**config.mk**
```make
export PLATFORM = sky130hd
export DESIGN_NAME = fiq_irq_ctrl
export DESIGN_NICKNAME = d
export VERILOG_FILES = /design/src/rtl/intc_pkg.sv /design/src/rtl/intc_src_capture.sv /design/src/rtl/intc_reg_bank.sv /design/src/rtl/intc_prio_pick.sv /design/src/rtl/intc_svc_track.sv /design/src/rtl/fiq_irq_ctrl.sv
export SDC_FILE = /design/constraint.sdc
export NUM_CORES = 1
export LEC_CHECK = 0
export CORE_MARGIN = 2
export CORE_UTILIZATION = 35
export DETAILED_ROUTE_END_ITERATION = 8
export GPL_TIMING_DRIVEN = 1
export PLACE_DENSITY_LB_ADDON = 0.3
export SLEW_MARGIN = 20
export SYNTH_ARGS = -nofsm -noshare
export SYNTH_HDL_FRONTEND = slang
export SYNTH_SLANG_ARGS = --single-unit
```
**constraint.sdc**
```tcl
create_clock -name clk -period 1.6 [get_ports clk]
set_clock_uncertainty 0.1 [all_clocks]
set_input_delay 0.16 -clock clk [delete_from_list [all_inputs] [get_ports clk]]
set_output_delay 0.16 -clock clk [all_outputs]
set_load 0.05 [all_outputs]
```
**src/rtl/intc_pkg.sv**
```systemverilog
package intc_pkg;
  localparam int unsigned SRC_COUNT = 13;
  localparam int unsigned ADDR_W    = 2;

  // Source numbering; a lower index has a higher priority
  localparam int unsigned SRC_TMR_A  = 0;
  localparam int unsigned SRC_TMR_B  = 1;
  localparam int unsigned SRC_TMR_C  = 2;
  localparam int unsigned SRC_SERIAL = 3;
  localparam int unsigned SRC_KEY    = 4;
  localparam int unsigned SRC_PIN_1  = 5;
  localparam int unsigned SRC_PIN_2  = 6;
  localparam int unsigned SRC_TB_4K  = 7;
  localparam int unsigned SRC_TB_2K  = 8;
  localparam int unsigned SRC_TB_512 = 9;
  localparam int unsigned SRC_TB_64  = 10;
  localparam int unsigned SRC_TB_16  = 11;
  localparam int unsigned SRC_TB_2   = 12;

  typedef enum logic [ADDR_W-1:0] {
    REG_ENABLE = 2'd0,
    REG_CLASS  = 2'd1,
    REG_PEND   = 2'd2,
    REG_SPARE  = 2'd3
  } reg_sel_e;
endpackage

```
**src/rtl/intc_src_capture.sv**
```systemverilog
module intc_src_capture #(
  parameter int unsigned N = 13,
  parameter logic [N-1:0] EDGE_MASK = '0
) (
  input  logic         clk,
  input  logic         rst_n,
  input  logic [N-1:0] src_in,
  input  logic [N-1:0] clr_vec,
  output logic [N-1:0] pend_q
);
  logic [N-1:0] ev;
  logic [N-1:0] pend_d;

  for (genvar i = 0; i < N; i++) begin : g_src
    if (EDGE_MASK[i]) begin : g_edge
      logic prev_q;
      always_ff @(posedge clk or negedge rst_n) begin
        if (!rst_n) prev_q <= 1'b0;
        else        prev_q <= src_in[i];
      end
      assign ev[i] = prev_q & ~src_in[i];
    end else begin : g_pulse
      assign ev[i] = src_in[i];
    end
  end

  // event beats a simultaneous clear
  always_comb begin
    pend_d = (pend_q & ~clr_vec) | ev;
  end

  always_ff @(posedge clk or negedge rst_n) begin
    if (!rst_n) pend_q <= '0;
    else        pend_q <= pend_d;
  end
endmodule

```
**src/rtl/intc_reg_bank.sv**
```systemverilog
module intc_reg_bank
  import intc_pkg::*;
#(
  parameter int unsigned N = 13
) (
  input  logic              clk,
  input  logic              rst_n,
  input  logic              reg_we,
  input  logic [ADDR_W-1:0] reg_addr,
  input  logic [N-1:0]      reg_wdata,
  input  logic [N-1:0]      pend_q,
  output logic [N-1:0]      reg_rdata,
  output logic [N-1:0]      en_q,
  output logic [N-1:0]      sel_q,
  output logic [N-1:0]      clr_vec
);
  logic          en_ce, sel_ce;
  logic [N-1:0]  en_d, sel_d;
  reg_sel_e      addr_e;

  always_comb begin
    addr_e  = reg_sel_e'(reg_addr);
    en_ce   = reg_we && (addr_e == REG_ENABLE);
    sel_ce  = reg_we && (addr_e == REG_CLASS);
    clr_vec = (reg_we && (addr_e == REG_PEND)) ? reg_wdata : '0;
    en_d    = en_ce  ? reg_wdata : en_q;
    sel_d   = sel_ce ? reg_wdata : sel_q;
    unique case (addr_e)
      REG_ENABLE: reg_rdata = en_q;
      REG_CLASS:  reg_rdata = sel_q;
      REG_PEND:   reg_rdata = pend_q;
      default:    reg_rdata = '0;
    endcase
  end

  always_ff @(posedge clk or negedge rst_n) begin
    if (!rst_n) begin
      en_q  <= '0;
      sel_q <= '0;
    end else begin
      en_q  <= en_d;
      sel_q <= sel_d;
    end
  end
endmodule

```
**src/rtl/intc_prio_pick.sv**
```systemverilog
module intc_prio_pick #(
  parameter int unsigned N  = 13,
  parameter int unsigned IW = 4
) (
  input  logic [N-1:0]  cand,
  output logic          any,
  output logic [IW-1:0] idx
);
  // scan downward so the lowest set index is assigned last
  always_comb begin
    any = |cand;
    idx = '0;
    for (int i = N - 1; i >= 0; i--) begin
      if (cand[i]) idx = IW'(i);
    end
  end
endmodule

```
**src/rtl/intc_svc_track.sv**
```systemverilog
module intc_svc_track (
  input  logic clk,
  input  logic rst_n,
  input  logic fast_ack,
  input  logic fast_ret,
  input  logic norm_ack,
  input  logic norm_ret,
  input  logic fiq_req,
  input  logic irq_req,
  output logic fiq_isr,
  output logic irq_isr
);
  logic fiq_isr_d, irq_isr_d;

  always_comb begin
    fiq_isr_d = fiq_isr;
    if (fast_ack && fiq_req) fiq_isr_d = 1'b1;
    else if (fast_ret)       fiq_isr_d = 1'b0;
    irq_isr_d = irq_isr;
    if (norm_ack && irq_req) irq_isr_d = 1'b1;
    else if (norm_ret)       irq_isr_d = 1'b0;
  end

  always_ff @(posedge clk or negedge rst_n) begin
    if (!rst_n) begin
      fiq_isr <= 1'b0;
      irq_isr <= 1'b0;
    end else begin
      fiq_isr <= fiq_isr_d;
      irq_isr <= irq_isr_d;
    end
  end
endmodule

```
**src/rtl/fiq_irq_ctrl.sv**
```systemverilog
module fiq_irq_ctrl
  import intc_pkg::*;
#(
  parameter int unsigned N = SRC_COUNT,
  parameter logic [N-1:0] EDGE_MASK = N'((1 << SRC_PIN_1) | (1 << SRC_PIN_2)),
  localparam int unsigned IW = $clog2(N)
) (
  input  logic              clk,
  input  logic              rst_n,
  input  logic [N-1:0]      src_in,
  input  logic              reg_we,
  input  logic [ADDR_W-1:0] reg_addr,
  input  logic [N-1:0]      reg_wdata,
  output logic [N-1:0]      reg_rdata,
  input  logic              fast_ack,
  input  logic              fast_ret,
  input  logic              norm_ack,
  input  logic              norm_ret,
  output logic              fiq_req,
  output logic              irq_req,
  output logic [IW-1:0]     fiq_src,
  output logic [IW-1:0]     irq_src
);
  logic [N-1:0] pend, en, sel, clr_vec;
  logic [N-1:0] fiq_cand, irq_cand;
  logic         fiq_any, irq_any;
  logic         fiq_isr, irq_isr;

  intc_src_capture #(.N(N), .EDGE_MASK(EDGE_MASK)) u_cap (
    .clk(clk), .rst_n(rst_n), .src_in(src_in), .clr_vec(clr_vec), .pend_q(pend)
  );

  intc_reg_bank #(.N(N)) u_regs (
    .clk(clk), .rst_n(rst_n), .reg_we(reg_we), .reg_addr(reg_addr),
    .reg_wdata(reg_wdata), .pend_q(pend), .reg_rdata(reg_rdata),
    .en_q(en), .sel_q(sel), .clr_vec(clr_vec)
  );

  always_comb begin
    fiq_cand = pend & en & sel;
    irq_cand = pend & en & ~sel;
  end

  intc_prio_pick #(.N(N), .IW(IW)) u_pick_fast (
    .cand(fiq_cand), .any(fiq_any), .idx(fiq_src)
  );

  intc_prio_pick #(.N(N), .IW(IW)) u_pick_norm (
    .cand(irq_cand), .any(irq_any), .idx(irq_src)
  );

  // fast handler blocks everything; normal handler blocks only normal
  always_comb begin
    fiq_req = fiq_any & ~fiq_isr;
    irq_req = irq_any & ~fiq_isr & ~irq_isr;
  end

  intc_svc_track u_svc (
    .clk(clk), .rst_n(rst_n), .fast_ack(fast_ack), .fast_ret(fast_ret),
    .norm_ack(norm_ack), .norm_ret(norm_ret), .fiq_req(fiq_req),
    .irq_req(irq_req), .fiq_isr(fiq_isr), .irq_isr(irq_isr)
  );
endmodule

```
-- Word-level counts from Yosys, hierarchy flattened
Cells that the tools add are included.
- bits in registers: 43
- bits of input ports: 35
- eq/ne operators: 2
- multiplexer cells: 32
- bitwise logic cells: 16
- reductions and logical operators: 10
- operator list (operator ; count):
    $mux W4 ; 26
    $and A13 B13 Y13 ; 4
    $pmux W13 S3 ; 1
    $not A13 Y13 ; 2
    $reduce_or A13 Y1 ; 2
    $mux W13 ; 1
    $or A13 B13 Y13 ; 1
    $and A1 B1 Y1 ; 5
    $logic_and A1 B1 Y1 ; 5
    $mux W1 ; 4
    $not A1 Y1 ; 4
    $reduce_bool A2 Y1 ; 2
    $eq A2 B1 Y1 const B ; 1
    $eq A2 B2 Y1 const B ; 1
    $logic_not A2 Y1 ; 1

-- Longest topological paths before layout
Gate-level depths: netlist (run 1).
- depth in word-level cells: 15
- depth in mapped cells: 6

-- Cells and area by module
A second synthesis (run 1) with hierarchy kept.
- cell total of the unflattened synthesis: 228
- area, all modules: 2512.4 sq um
- modules (own cells, without submodules) (module ; instances ; cells each ; area each (sq um) ; sequential area each (sq um)):
    intc_reg_bank ; 1 ; 103 ; 1385.1 ; 650.6
    intc_src_capture ; 1 ; 43 ; 539.3 ; 375.4
    intc_prio_pick ; 2 ; 23 ; 137.6 ; 0.0
    fiq_irq_ctrl ; 1 ; 28 ; 230.2 ; 0.0
    intc_svc_track ; 1 ; 8 ; 82.6 ; 50.0

-- Worst setup path after synthesis (run 1)
No wires, ideal clock.
- kind: flip-flop to output port
- start point: reg u_cap.pend_q[2]
- end point: out irq_src[3]
- arrival: 2.238 ns
- data required time: 1.340 ns
- path slack: -0.898 ns
- stages on the path, launching flop included: 4
- cell sequence: dfrtp_1 > and3b_1 > or4b_4 > nor3_1
- word-level cells in the longest chain between the ends: 5
- RTL lines (item ; RTL line ; RTL):
    start, declared ; intc_src_capture.sv:9 ; output logic [N-1:0] pend_q
    start signal, assigned ; intc_src_capture.sv:34 ; else pend_q <= pend_d;
    $and A13 B13 Y13 (2 in series) ; fiq_irq_ctrl.sv:41 ; irq_cand = pend & en & ~sel;
    $mux W4 (3 in series) ; intc_prio_pick.sv:14 ; if (cand[i]) idx = IW'(i);
    end, declared ; fiq_irq_ctrl.sv:22 ; output logic [IW-1:0] irq_src
Every way passes these cells.

-- Worst setup path in the final report (run 1)
- start point: reg u_regs.en_q[3]
- end point: out irq_src[3]
- word-level cells in the longest chain between the ends: 6
- RTL lines (item ; RTL line ; RTL):
    start, declared ; intc_reg_bank.sv:13 ; output logic [N-1:0] en_q,
    start signal, assigned ; intc_reg_bank.sv:41 ; en_q <= en_d;
    $and A13 B13 Y13 (2 in series) ; fiq_irq_ctrl.sv:41 ;
    $mux W4 (4 in series) ; intc_prio_pick.sv:14 ;
Every way passes these cells.

==> key figures, run 1 <==
Run status
  • Status: finished with violations
  • Failing checks: negative setup slack

CTS
  • Root Driver: clkbuf_8
  • Sink Count: 43
  • Clock buffer depth: 2
  • Worst-path clk slew: roughly 0.080 ns
  • Total CTS buffers: 5
  • Clk_lat worst skew: between 0.2 and 0.3 ns
  • H-tree depth: 2
  • CTS tree: done

GRT
  • First-pass GRT wire length: 12.2 mm
  • Vias in the first global route: around 2.5k
  • Largest net degree at the start of global routing: 44
  • GRT overflow: 0
  • Total GRT Usage: 21.1%
  • Initial antenna violation count: 0

Worst setup path
  • CP Cell Sequence: and3b_1, or4b_4, buf_6, nor3_4, buf_12
  • Max Fanout on Critical Path: 2
  • Worst setup EP type: primary output
  • Startpoint types: flip-flop
  • Origin of the worst setup path: u_regs.en_q[3]
  • Max stage delay on crit path: between 0.5 and 0.6 ns
  • Worst Path Arrival: around 1.9 ns
  • R2r startpoint: u_regs.en_q[3]
  • WP depth: 5
  • Slowest CP cell: or4b_4
  • CP required: ~1.3 ns
  • Reg2Reg Depth: 6
  • Worst setup path class: flip-flop to primary output
  • Buffers & Inverters on Critical Path: 2
  • Crit path max-delay family: simple AND/OR/NAND/NOR gates

Drt
  • Via count of the routed design: 2381
  • Detailed Routing Iterations Pass 1: 4
  • Starting DRT DRC Count: ~120
  • Wire per inst: around 17 microns
  • Via/cell ratio: 5.28
  • Wirelength, routed: 7.66 mm
  • Final ANT Viol Nets: 0
  • DRC: 0

STA
  • Measured slew at the worst slew-check pin: approximately 0.36 ns
  • Final Hold Vio Count: 0
  • Relative max-transition margin: between 70% and 80%
  • RSZ-0062 raised after global routing: yes
  • Tmin final: 2.17 ns
  • Final setup fails: 13
  • Final period util: 136%
  • Setup TNS: -5.36 ns
  • Slew Limit Fails: 0
  • Fmax achieved: around 460 MHz
  • Hold WS: about 0.23 ns
  • Final worst setup slack: -0.570 ns

Logic synthesis
  • XOR/XNOR Fraction of Synth Area: 0%
  • Top FF cell, synth: dfrtp_1
  • Yosys warning count: 0
  • Post-synthesis sequential area ratio: 45.7%
  • Synth Register Bits: 43
  • Largest family of logic cells by synthesized area: simple AND/OR/NAND/NOR gates
  • Adder-cell share of the synthesized area: 0%
  • Compound-cell area share of the yosys netlist: 13.1%
  • Post-synthesis async set-or-reset flop share: 100%
  • Average size of a mapped cell: about 10 sq um
  • Post-synth EDFFs: 0
  • Syn_nets: 264
  • Number of distinct library cells after synthesis: 39
  • Simple-gate share of the synthesized area: between 20% and 30%
  • Mux cell area share after synthesis: around 18%
  • Cells after Synth: 229
  • Post-Syn Area: approximately 0.0024 sq mm

Floorplanning
  • Die Span Y: between 80 and 90 microns
  • Die footprint: between 0.007 and 0.008 sq mm
  • Core Region: 0.00642 sq mm
  • Initial Utilization: between 30 and 40%
  • Io pins: just under 60
  • Die Wd: 86 microns
  • Row Count: 29

Layout
  • Fillers: 463
  • P&R area growth vs syn: 87.3%
  • NumNets Final: ~400
  • Antenna cells: 0
  • Final instance area: roughly 0.0044 sq mm
  • Flip-flop and latch area: approximately 0.0011 sq mm
  • Multi-input gate area: 0.00159 sq mm
  • Fin util: 68.7%
  • Share of layout cells above drive strength 1: 54.5%

Power and ir drop
  • Design Power: between 5 and 6 mW
  • PwrDens: roughly 1200 mW/mm^2
  • Peak supply drop: between 400 and 500 uV
  • LEAKAGE: about 1.9 nW

Flow run
  • Max-cap violations: 0

Placed design
  • # port buffers: 57
  • Post-DP HPWL: 5.32 mm
  • Placed cell area: 0.00387 sq mm
  • GP Congestion: just over 0.8

Worst hold path
  • Hold Path Class: primary input to flip-flop
  • WHS Path Cells: 1
  • Hold path start: src_in[5]
## worst register-to-register path: stages, from the launching register on
cell and delay, ns:
dfrtp_1 0.39, and3b_1 0.21, or4b_4 0.57, nor4_4 0.23, buf_4 0.17, buf_4 0.09
o22ai_1 0.06
## synth_stat cells, types with 2 or more instances
cell      instances  area, sq um
mux2i_1          13          130
and3b_1           5         43.8
o21ai_0          13         65.1
mux2_2           23          259
nor4_1            2         12.5
and3_1            5         31.3
nand2b_1          4         25.0
o211ai_1          2         15.0
buf_2             3         15.0
a21o_1           11         82.6
mux2_1            3         33.8
dfrtp_1          43         1080
clkbuf_1          4         15.0
nand3_1          11         55.1
nand3b_1          7         52.6
o22ai_1           2         12.5
nor3_1            4         20.0
a211oi_1          3         22.5
nor2_1            8         30.0
inv_1             5         18.8
nand2_1          34          128
a21oi_1           2         10.0
a22o_1            2         17.5
nor2b_1           4         25.0
nand4_1           2         12.5
## routing by layer
metal	global-route usage, %	part of all wire (%)	up-vias
met4	7.07	1.7	0
met5	0	0	-
li1	-	-	1129
met3	4.14	4.7	15
met2	35.2	50	78
met1	27.4	43	1159
## sequential cells by signal, indices dropped and copies added (netlist names)
signal	flops
u_svc.fiq_isr	1
u_regs.sel_q	13
u_cap.pend_q	13
u_cap.g_src.g_edge.prev_q	2
u_regs.en_q	13
u_svc.irq_isr	1
## through the flow
stage | setup slack, ns | cells
6_report | -0.570 | 451
5_1_grt | -0.660 | 451
4_1_cts | -0.560 | 441
3_5_place_dp | -0.332 | 426
3_3_place_gp | -0.308 | 426
2_1_floorplan | -0.275 | 229
## cells in the final DEF, fill, tap and decap left out, drive strengths merged, types with 3 or more instances in the layout
master and count:
nor4 3, o21ai 13, buf 110, nor2 8, nor3 4, nor2b 4
dfrtp 43, nand2 34, a21o 11, clkdlybuf4s50 31, clkbuf 8, nand2b 4
and3 5, mux2i 13, mux2 26, inv 5, a211oi 3, and3b 5
nand3b 7, nand3 11
## path summary, 6_finish.rpt
check                      slack [ns]                            to
max                             -0.57                    irq_src[3]
min                              0.23  u_cap.g_src[5].g_edge.prev_q
max reg2reg                     -0.33                 u_svc.irq_isr
min reg2reg                      0.38               u_cap.pend_q[5]
max in group asynchronous        0.90                u_regs.en_q[7]
min in group asynchronous        0.27              u_cap.pend_q[12]
## final cells by class
type	count	share of cell area [%]
multi-input cells	174	36.0
repair buffers	144	34.1
flip-flops and latches	43	24.6
well taps	77	2.19
clock buffers	6	1.87
clock inverters	2	0.795
inverters	5	0.426
## logic make-up (layout without fill, tap and decap cells)
| group | count (synthesis) | count (layout) |
|---|---|---|
| AO/OA/AOI/OAI | 44 | 44 |
| buffers and inverters | 12 | 157 |
| flip-flops | 43 | 43 |
| multiplexers | 39 | 39 |
| AND/OR/NAND/NOR | 91 | 91 |
## power breakdown
part | total (mW) | leakage (nW) | switching [mW] | internal, mW
logic | 2.99 | 1.34 | 1.46 | 1.53
clock network | 0.873 | 0.0612 | 0.368 | 0.505
registers | 1.40 | 0.471 | 0.156 | 1.25
total | 5.26 | 1.87 | 1.98 | 3.28
## what timing repair did
action / CTS / global route
gates resized for setup: 34 / 40
pin swaps: 15 / 20
setup endpoints to repair: 25 / 22
buffers inserted: 6 / 16
hold buffers: 1 / 0
endpoints found under the hold margin: 43 / 0
No activity file was read; power rests on OpenSTA's default activity.
==> run 2, diff against run 1 <==
HOLD_SLACK_MARGIN = 0.15   (was unset)
==> results of run 2 <==
No change in the layout: final DEF, timing and power equal those of run 1.
==> run 3, diff against run 2 <==
clock period = 2.19 ns   (was 1.6 ns; I/O delays follow)
==> run 3 against run 2 <==
Effect of this change: the flow still finishes with violations (negative setup slack); sequential share of layout area is 5.1 points higher; flip-flop and latch count unchanged; routed wire length fell by 16%; register-to-register slack improved by 0.70 ns; non-clock buffer count down 60; global-route usage down 2.8 points; cell area down 18%; largest cell class unchanged; largest power group unchanged; highest routed layer unchanged.
==> key figures, run 3 (synthesized netlist as in run 1, its figures left out) <==
Layout
  • NumNets Final: between 300 and 400
  • Most frequent cells in the layout: dfrtp_1 (43), nand2_1 (34), clkdlybuf4s50_1 (33)
  • Post-Layout Cell Count: between 300 and 400
  • Share of layout cells above drive strength 1: between 30% and 40%
  • Biggest regs: u_cap.pend_q: 13 flops, u_regs.en_q: 13 flops, u_regs.sel_q: 13 flops
  • Most common cell after layout, fill and taps aside: dfrtp_1
  • Final instance area: around 0.0036 sq mm
  • P&R area growth vs syn: 54.2%
  • Antenna cells: 0

STA
  • RSZ-0062 raised after global routing: yes
  • Measured slew at the worst slew-check pin: around 0.54 ns
  • Final worst setup slack: -0.159 ns
  • Slew Limit Fails: 0
  • Fmax achieved: ~430 MHz
  • Final Hold Vio Count: 0
  • Tmin final: 2.35 ns
  • Final period util: 107%
  • Final setup fails: 3
  • Relative max-transition margin: a little under two thirds

Power and ir drop
  • PwrDens: ~900 mW/mm^2
  • Cell Int Power: just over 2 mW
  • LEAKAGE: between 1.5 and 2 nW
  • Clock power frac: 19.4%
  • Combinational fraction of design power: 49.7%
  • Peak supply drop: around 640 uV
  • Design Power: 3.33 mW
  • Net Switching: ~1.3 mW
  • Share of power burned in registers: 30.9%
  • Switching Share: between 30% and 40%

Placed design
  • GP Congestion: slightly above 0.8
  • Placed cell area: 0.00335 sq mm
  • # port buffers: 57
  • Placed cells: between 300 and 400
  • Post-DP HPWL: ~4.7 mm
  • Setup WS pre-CTS: 0.0589 ns

Run status
  • Failing checks: negative setup slack
  • Status: finished with violations

GRT
  • Largest net degree at the start of global routing: 44
  • Vias in the first global route: 2083
  • First-pass GRT wire length: roughly 10 mm
  • GRT overflow: 0
  • Total GRT Usage: 18.3%
  • Initial antenna violation count: 0

CTS
  • Total CTS buffers: 5
  • CTS tree: done
  • Clk_lat worst skew: between 0.3 and 0.4 ns
  • Clock buffer depth: 2
  • H-tree depth: 2
  • Sink Count: between 40 and 50
  • Worst-path clk slew: 0.08 ns
  • Root Driver: clkbuf_8

Worst setup path
  • Crit path max-delay family: simple AND/OR/NAND/NOR gates
  • CP required: between 1.5 and 2 ns
  • CP Cell Sequence: and3b_2, or4b_4, nor4_4, buf_4, nor3_2, buf_6
  • Worst Path Arrival: roughly 2 ns
  • Slowest CP cell: or4b_4
  • Worst setup path class: flip-flop to primary output
  • Worst setup EP type: primary output
  • Startpoint types: flip-flop
  • Max Fanout on Critical Path: 4
  • Origin of the worst setup path: u_cap.pend_q[0]
  • Max stage delay on crit path: ~0.57 ns
  • R2r startpoint: u_cap.pend_q[0]
  • Buffers & Inverters on Critical Path: 2

Floorplanning
  • Row Count: 29
  • Die Wd: around 86 microns
  • Die footprint: between 0.007 and 0.008 sq mm
  • Initial Utilization: ~37%
  • Io pins: 58
  • Core Region: 0.00642 sq mm
  • Die Span Y: around 86 microns

Drt
  • Starting DRT DRC Count: approximately 110
  • Via/cell ratio: between 5 and 6
  • DRC: 0
  • Final ANT Viol Nets: 0
  • Wirelength, routed: roughly 6.4 mm
  • Via count of the routed design: approximately 2.1k
  • Detailed Routing Iterations Pass 1: 4
  • Wire per inst: 16.4 microns

Worst hold path
  • Hold Path Class: primary input to flip-flop
  • Hold path start: src_in[6]

Flow run
  • Max-cap violations: 0
## run 3: worst paths after layout
kind	end	slack, ns	depth (start not counted)
worst min register to register	u_cap.pend_q[6]	0.38	1
worst min-delay path	u_cap.g_src[6].g_edge.prev_q	0.30	1
max in group asynchronous	u_regs.sel_q[1]	1.20	3
worst max register to register	u_svc.irq_isr	0.37	5
worst max-delay path	irq_req	-0.16	6
min in group asynchronous	u_regs.en_q[10]	0.40	3
## run 3: what timing repair did
action / CTS / global route
resized for setup: 7 / 9
pin swaps: 5 / 6
hold buffers: 1 / 0
setup endpoints to repair: 5 / 7
setup buffers: 4 / 3
hold endpoints to repair: 43 / 0
## run 3: power by group through the flow
stage / logic (mW) / registers [mW] / clock network [mW]
2_1_floorplan: 0.861 / 1.01 / 0
3_3_place_gp: 1.51 / 1.03 / 0
3_5_place_dp: 1.51 / 1.04 / 0
4_1_cts: 1.59 / 1.02 / 0.657
5_1_grt: 1.75 / 1.05 / 0.696
6_report: 1.65 / 1.03 / 0.646
## run 3: layout make-up
class	instances	area (sq um)
Inverter	5	18.8
Multi-Input combinational cell	174	1330
Fill cell	527	2790
Clock buffer	6	82.6
Clock inverter	2	35.0
Timing Repair Buffer	84	988
Sequential cell	43	1080
Tap cell	77	96.3
## run 3: layer usage
metal | global-route usage [%] | vias up | wire length (microns)
li1 | - | 1004 | -
met1 | 26.3 | 1036 | 2920
met2 | 27.5 | 58 | 2940
met3 | 4.14 | 6 | 469
met4 | 5.34 | 0 | 81
met5 | 0 | - | 0
## run 3: stage by stage
step | util, % | hold WS [ns] | setup TNS, ns
after floorplan | - | -0.177 | -0.0576
after global placement | 52.2 | 0.230 | 0
after global routing | 56.5 | 0.297 | -0.704
after detailed placement | 52.2 | 0.225 | 0
after CTS | 55.2 | 0.304 | -0.403
final | 56.5 | 0.304 | -0.372
